File: src/rtl/desc_fetcher.sv
module desc_fetcher #(
  parameter int NCH = 4,
  parameter int CW  = (NCH > 1) ? $clog2(NCH) : 1
) (
  input  logic           clk,
  input  logic           rst_n,
  input  logic           reg_wr,
  input  logic [11:0]    reg_addr,
  input  logic [31:0]    reg_wdata,
  output logic [31:0]    reg_rdata,
  output logic           mem_rd,
  output logic [31:0]    mem_addr,
  input  logic           mem_rvalid,
  input  logic [31:0]    mem_rdata,
  output logic           xfer_start,
  output logic [CW-1:0]  xfer_ch,
  output logic [31:0]    xfer_cmd,
  output logic [31:0]    xfer_src,
  output logic [31:0]    xfer_dst,
  output logic [23:0]    xfer_count,
  input  logic           xfer_done,
  output logic [NCH-1:0] irq
);
  localparam logic [11:0] A_PEND = 12'h304;
  localparam logic [11:0] A_DB   = 12'h308;
  localparam logic [11:0] A_DBS  = 12'h30C;
  localparam logic [4:0]  O_STAT = 5'h10;
  localparam logic [4:0]  O_DAR  = 5'h18;

  typedef enum logic [1:0] {S_IDLE, S_FETCH, S_CHECK, S_RUN} st_t;
  st_t state;

  logic [31:0]    dar [NCH];
  logic [NCH-1:0] nd, inv, fin, db, pend;
  logic [CW-1:0]  cur_ch;
  logic [31:0]    cur_addr;
  logic [1:0]     widx;
  logic [31:0]    dw [4];

  logic [2:0] rchf;
  logic [4:0] roff;
  logic       rin_ch;
  assign rchf   = reg_addr[7:5];
  assign roff   = reg_addr[4:0];
  assign rin_ch = (reg_addr[11:8] == 4'h0) && (32'(rchf) < NCH);

  logic [CW-1:0] sel;
  logic          found;
  always_comb begin
    sel = '0;
    found = 1'b0;
    for (int i = NCH - 1; i >= 0; i--)
      if (db[i] && !nd[i]) begin
        sel = CW'(i);
        found = 1'b1;
      end
  end

  logic [31:0] nxt;
  assign nxt = {cur_addr[31:12], dw[3][31:24], 4'h0};

  always_ff @(posedge clk) begin
    if (!rst_n) begin
      state    <= S_IDLE;
      nd       <= '0;
      inv      <= '0;
      fin      <= '0;
      db       <= '0;
      pend     <= '0;
      cur_ch   <= '0;
      cur_addr <= '0;
      widx     <= '0;
      for (int i = 0; i < NCH; i++) dar[i] <= '0;
      for (int k = 0; k < 4; k++) dw[k] <= '0;
    end else begin
      for (int i = 0; i < NCH; i++)
        if (reg_wr && rin_ch && 32'(rchf) == i) begin
          if (roff == O_DAR) dar[i] <= {reg_wdata[31:4], 4'h0};
          if (roff == O_STAT) begin
            nd[i]  <= reg_wdata[31];
            inv[i] <= reg_wdata[6];
            fin[i] <= reg_wdata[1];
          end
        end
      if (reg_wr && reg_addr == A_DBS) db <= db | (reg_wdata[NCH-1:0] & ~nd);
      if (reg_wr && reg_addr == A_PEND) pend <= pend & ~reg_wdata[NCH-1:0];

      case (state)
        S_IDLE: if (found) begin
          cur_ch   <= sel;
          cur_addr <= dar[sel];
          widx     <= '0;
          state    <= S_FETCH;
        end
        S_FETCH: if (mem_rvalid) begin
          dw[widx] <= mem_rdata;
          widx     <= widx + 2'd1;
          if (widx == 2'd3) state <= S_CHECK;
        end
        S_CHECK: begin
          if (!dw[0][4]) begin
            inv[cur_ch] <= 1'b1;
            db[cur_ch]  <= 1'b0;
            if (dw[0][2]) pend[cur_ch] <= 1'b1;
            state <= S_IDLE;
          end else begin
            state <= S_RUN;
          end
        end
        S_RUN: if (xfer_done) begin
          if (dw[0][1]) pend[cur_ch] <= 1'b1;
          if (dw[0][0]) begin
            cur_addr    <= nxt;
            dar[cur_ch] <= nxt;
            widx        <= '0;
            state       <= S_FETCH;
          end else begin
            db[cur_ch]  <= 1'b0;
            fin[cur_ch] <= 1'b1;
            state       <= S_IDLE;
          end
        end
        default: state <= S_IDLE;
      endcase
    end
  end

  assign mem_rd     = (state == S_FETCH);
  assign mem_addr   = cur_addr + {28'h0, widx, 2'b00};
  assign xfer_start = (state == S_CHECK) && dw[0][4];
  assign xfer_ch    = cur_ch;
  assign xfer_cmd   = dw[0];
  assign xfer_src   = dw[1];
  assign xfer_dst   = dw[2];
  assign xfer_count = dw[3][23:0];
  assign irq        = pend;

  always_comb begin
    reg_rdata = '0;
    if (reg_addr == A_PEND)    reg_rdata = 32'(pend);
    else if (reg_addr == A_DB) reg_rdata = 32'(db);
    else if (rin_ch) begin
      for (int i = 0; i < NCH; i++)
        if (32'(rchf) == i) begin
          if (roff == O_DAR)  reg_rdata = dar[i];
          if (roff == O_STAT) reg_rdata = {nd[i], 24'h0, inv[i], 4'h0, fin[i], 1'b0};
        end
    end
  end

  a_r4_start_after_last_word: assert property (@(posedge clk) disable iff (!rst_n)
    xfer_start |-> $past(mem_rvalid));
  a_r4_no_read_at_start: assert property (@(posedge clk) disable iff (!rst_n)
    xfer_start |-> !mem_rd);
  a_r4_word_aligned: assert property (@(posedge clk) disable iff (!rst_n)
    mem_rd |-> mem_addr[1:0] == 2'b00);
  a_r7_same_region: assert property (@(posedge clk) disable iff (!rst_n)
    (mem_rd && $past(mem_rd)) |-> mem_addr[31:12] == $past(mem_addr[31:12]));
  a_r9_irq_has_cause: assert property (@(posedge clk) disable iff (!rst_n)
    (|(irq & ~$past(irq))) |-> ($past(xfer_done) || $past(state == S_CHECK)));
  a_r8_doorbell_clears: assert property (@(posedge clk) disable iff (!rst_n)
    (state == S_RUN && xfer_done && !dw[0][0]) |=> !db[cur_ch]);
endmodule

File: config.mk
export PLATFORM = sky130hd
export DESIGN_NAME = desc_fetcher
export DESIGN_NICKNAME = d
export VERILOG_FILES = /design/src/rtl/desc_fetcher.sv
export SDC_FILE = /design/constraint.sdc
export NUM_CORES = 1
export LEC_CHECK = 0
export ABC_AREA = 1
export BUFFER_PORTS_ARGS = -buffer_cell sky130_fd_sc_hd__buf_2
export CAP_MARGIN = 20
export CORE_MARGIN = 1.5
export CORE_UTILIZATION = 40
export CTS_BUF_LIST = sky130_fd_sc_hd__clkbuf_4 sky130_fd_sc_hd__clkbuf_8
export DETAILED_ROUTE_END_ITERATION = 7
export GPL_ROUTABILITY_DRIVEN = 0
export HOLD_SLACK_MARGIN = 0.1
export PLACE_DENSITY_LB_ADDON = 0.15
export SLEW_MARGIN = 10
export SYNTH_ARGS = -nofsm -noshare
export SYNTH_HDL_FRONTEND = slang
export SYNTH_SLANG_ARGS = --single-unit
export TNS_END_PERCENT = 1
File: constraint.sdc
create_clock -name clk -period 4.95 [get_ports clk]
set_input_delay 1.485 -clock clk [delete_from_list [all_inputs] [get_ports clk]]
set_output_delay 1.485 -clock clk [all_outputs]
set_load 0.02 [all_outputs]
Word level (Yosys, flattened, before mapping)
Memories as Yosys holds them, arrays and structs flattened.
Cells that the tools add are included.
- word-level logic and storage cells: 198
- output and inout port bits: 192
- memories kept: 2
- RAM bits: 240
- input port bits: 81
- bits in registers: 58
- reduce and logical (&&, ||, !) cells: 33
- magnitude comparators: 3
- eq/ne operators: 17
- bitwise gates (word level): 15
- mux-type cells: 113
- $add $sub $neg: 2
- memory list (name ; words ; bits a word ; read ports ; clocked after Yosys merged registers in ; wr ports ; RTL line ; RTL):
    dw ; 4 ; 32 ; 4 ; 0 ; 4 ; 38 ; logic [31:0] dw [4];
    dar ; 4 ; 28 ; 5 ; 0 ; 5 ; 33 ; logic [31:0] dar [NCH];
- operators by type and width (cell ; number):
    32-bit two-way mux ; 17
    28-bit two-way mux ; 4
    4-bit two-way mux ; 16
    32-bit case mux with 2 select lines ; 1
    1-bit two-way mux ; 54
    12-bit by 10-bit == test with 1-bit output (second input constant) ; 3
    32-bit by 4-bit adder with 32-bit output ; 1
    32-bit OR reduction ; 1
    2-bit two-way mux ; 14
    12-bit two-way mux ; 2
    4-bit OR ; 4
    4-bit case mux with 2 select lines ; 2
    1-bit logical AND ; 14
    4-bit AND ; 3
    4-bit inverter ; 3
    5-bit == test (second input constant) ; 2
    2-bit AND reduction ; 5
    2-bit case mux with 4 select lines ; 1
    4-bit AND reduction ; 2
    2-bit == test (second input constant) ; 3
    3-bit by 2-bit == test with 1-bit output (second input constant) ; 2
    2-bit inequality test (second input constant) ; 3
    2-bit case mux with 3 select lines ; 1
    5-bit AND reduction ; 1
    17 further kinds ; 24

Depth between registers and ports, before layout
- depth in word-level cells: 16
- gate-level depth with buffers: 12
- gate-level depth less buffers: 11

Worst setup path before layout
OpenSTA, ideal clock, no wires.
- path type: input port to flip-flop
- start: input mem_rvalid
- end: memory dw[3][0], enable pin
- buffers on the path: 0
- path slack: 0.493 ns
- required time: 4.480 ns
- stages: 2
- library setup time: 0.470 ns
- arrival time: 3.987 ns
- cell sequence: nand2_1 o31ai_1
- RTL lines (what ; RTL line ; RTL):
    from (decl) ; 13 ; input logic mem_rvalid,
    to (decl) ; 38 ;

Worst setup path in the final report
- start: input reg_addr[7]
- end: output reg_rdata[4]
- cells in the longest elaborated chain, start to end: 14
- elaborated cells on any way between the ends: 21
- RTL lines (what ; RTL line ; RTL):
    from (decl) ; 8 ; input logic [11:0] reg_addr,
    3-bit zero test ; 144 ; if (32'(rchf) == i) begin
    32-bit two-way mux ; 144 ;
    32-bit two-way mux ; 145 ; if (roff == O_DAR) reg_rdata = dar[i];
    32-bit two-way mux ; 146 ; if (roff == O_STAT) reg_rdata = {nd[i], 24'h0, inv[i], 4'h0, fin[i], 1'b0};
    32-bit two-way mux ; 144 ;
    32-bit two-way mux ; 145 ;
    32-bit two-way mux ; 146 ;
    32-bit two-way mux ; 144 ;
    32-bit two-way mux ; 145 ;
    32-bit two-way mux ; 146 ;
    32-bit two-way mux ; 144 ;
    32-bit two-way mux ; 142 ; else if (rin_ch) begin
    32-bit two-way mux ; 141 ; else if (reg_addr == A_DB) reg_rdata = 32'(db);
    32-bit two-way mux * ; 140 ; if (reg_addr == A_PEND) reg_rdata = 32'(pend);
    to (decl) ; 10 ; output logic [31:0] reg_rdata,
Mark *: on every way between the ends. The rest lies on a longest branch, timed or not.

==> results.md <==
* Status: complete, no violations
* Via density at 5.38
* Clk slew on worst S/H paths at approximately 60 ps
* Clock Path Buffers at 3
* Crit path cell chain: buf_2 > inv_2 > nand3_2 > nor2_4 > nand2_1 > a311oi_1 > buf_2
* Initial Util at 40.4%
* Drt total wl at between 40 and 50 mm
* Final Hold Fails at 0
* WP data arrival at 3100 ps
* Htree depth at 2
* Fillers at between 3,000 and 4,000
* Setup TNS at 0 ps
* Worst Setup Start Kind: input port
* Final setup vio count at 0
* Crit path time final at around 4600 ps
* Die W at approximately 190 um
* Leading area contributor after synthesis: edfxtp_1
* DIE AREA at 35,800 sq um
* Avg Inst Size Synth at 9.43 sq um
* Layout cell share with drive strength beyond 1 at a little under a quarter
* Hold Path Sink: fin[0]
* R2r worst-path depth at 10
* Max-cap viol count at 0
* Crit path largest cell delay at approximately 580 ps
* Tot Pwr at 5.92 mW
* RSZ-0062 raised after global routing: no
* Post-CTS setup buffer count at 0
* Hold path depth at 2
* Critical R2R Launch: nd[2]
* Timing-limited maximum frequency at 0.218 GHz
* Sequential fraction of the synthesis area at roughly three fifths
* Slowest stage cell, crit path: a311oi_1
* Largest cells by area after synthesis: edfxtp_1 52%, dfxtp_1 7.8%, nand2_1 6.0%
* # DRC at 0
* Sink Count at 294
* Reg-to-reg slack, setup at about 2400 ps
* Vias in the first global route at between 10,000 and 15,000
* Detailed-route via count at 11,900
* Ys Warns at 0
* Seq cells post-synth at 294
* Non-Filler Instances at 2,219
* Overall Global Routing Usage at 25.0%
* Min Hold Slack at 464 ps
* Routed len/inst at 20.3 um
* First-pass GRT wire length at between 60 and 70 mm
* Yosys cell types at 38
* Number of port buffers at 270
* Initial antenna violation count at 1
* Post-Place Cells at 2,122
* Post-CTS Resized at 0
* Worst setup margin at 368 ps
* Core Region at about 34,000 sq um
* CP Max Fanout at 6
* Most common cell on crit path: buf_2
* Slew @ Worst Pin at 1010 ps
* Final net count at approximately 1,800
* Min-delay worst type: reg -> reg
* Final Util at about half
* HPWL Detailed at roughly 27 mm
* CTS root buffer: clkbuf_8
* IR drop worst, VDD at 0.243 mV
* Synthesized area at around 14,000 sq um
* Grt ovf at 0
* R2R Path End: cur_addr[28]
* CTS buffer count at 52
* Power Dens Cells at around 360 nW/um^2
* Clk_skew at roughly 32 ps
* Rows at 68
* Cell leakage power at ~7.1 nW
* Worst-Skew Late Latency at around 620 ps
* Area grow syn2layout at 19.6%
* Most frequent cells in the layout: 270 x buf_2, 240 x edfxtp_1, 218 x nand2_1
* Slew Viols, Final at 0
* Crit path capture type: output port
* Critical path type: in -> out
* Top-area cell type share of the netlist area at between 50% and 60%
* Router iterations before antenna repair at 5
* Final Cell Area at 16,600 sq um
* Cell count after synthesis at 1,471
* Boundary Pins at 273
* CP required at 3460 ps
* Worst slack, placed at approximately 340 ps
* Fin crit share at 92.6%
* 1st-iter DRT viols at 929
* ANT nets after route at 0
* Min-delay src: fin[0]
* TritonCTS clock tree: yes
* Commonest non-fill, non-tap cell in the layout: buf_2
* Dpl cell area at approximately 16,000 sq um
* # hold bufs at CTS at 0
* Largest net degree at the start of global routing at 59
* DIE HEIGHT at about 190 um
* Slew headroom at between 30% and 40%
## state kept, by name, summed over array words and instances (netlist names)
signal,count
fin,4
state,2
dar,112
cur_addr,28
db,4
widx,2
dw,128
irq,4
nd,4
xfer_ch,2
inv,4
## how the worst max path moves through the flow
stage / start / cells past startpoint / endpoint / slack [ps]
final: reg_addr[7] / 7 / reg_rdata[4] / 370
after global routing: reg_addr[11] / 8 / reg_rdata[17] / 240
after CTS: reg_addr[7] / 7 / reg_rdata[4] / 330
after detailed placement: reg_addr[7] / 7 / reg_rdata[4] / 340
after global placement: reg_addr[7] / 7 / reg_rdata[4] / 380
after floorplan: mem_rvalid / 2 / dw[3][0] / 490
## logic make-up after synthesis
family	Yosys count	share of synthesized area [%]
AO/OA/AOI/OAI	306	12.9
AND/OR/NAND/NOR	592	18.5
flip-flops	294	59.7
buffers and inverters	277	8.82
adder cells (fa/ha/maj)	1	0.0902
other	1	0.0270
## final cells by class
cell class / count / area (sq um) / area share (%)
clock inverter: 17 / 100 / 0.603
multi-input combinational: 901 / 4390 / 26.5
antenna: 1 / 2.50 / 0.0151
sequential: 294 / 8290 / 49.9
tap: 455 / 569 / 3.43
timing repair buffer: 302 / 1650 / 9.97
clock buffer: 79 / 950 / 5.72
inverter: 170 / 638 / 3.85
## worst max-delay path: cells and delay by family
family	cells	cell delay, ps
buffers and inverters	3	490
AND/OR/NAND/NOR	3	540
AO/OA/AOI/OAI	1	580
## layer usage
| metal | vias to the layer above | routed length [um] | share of wire, % | GRT usage, % |
|---|---|---|---|---|
| li1 | 5588 | - | - | - |
| met1 | 5664 | 18000 | 40 | 30.6 |
| met2 | 586 | 21300 | 47 | 42.2 |
| met3 | 96 | 4550 | 10 | 7.32 |
| met4 | 0 | 1170 | 2.6 | 8.09 |
| met5 | - | 0 | 0 | 0 |
## synth_stat cells, drive strengths merged
cell     count
a211oi       1
a21oi       78
a221oi       2
a22oi       18
a311oi       7
a31oi        5
and2         4
and3         1
buf         69
clkbuf      38
conb         1
dfxtp       54
edfxtp     240
ha           1
inv        170
nand2      225
nand3      121
nand3b       4
nand4       11
nor2       208
nor3        17
o2111ai      1
o21ai       72
o221ai       1
o22ai      117
o31ai        4
or2          1
## where the power goes
group	internal (mW)	total, mW	switching, mW
combinational	0.207	0.736	0.529
clock	1.27	2.31	1.04
sequential	2.81	2.87	0.0647
Note: power is estimated with default switching activity, not from simulation.
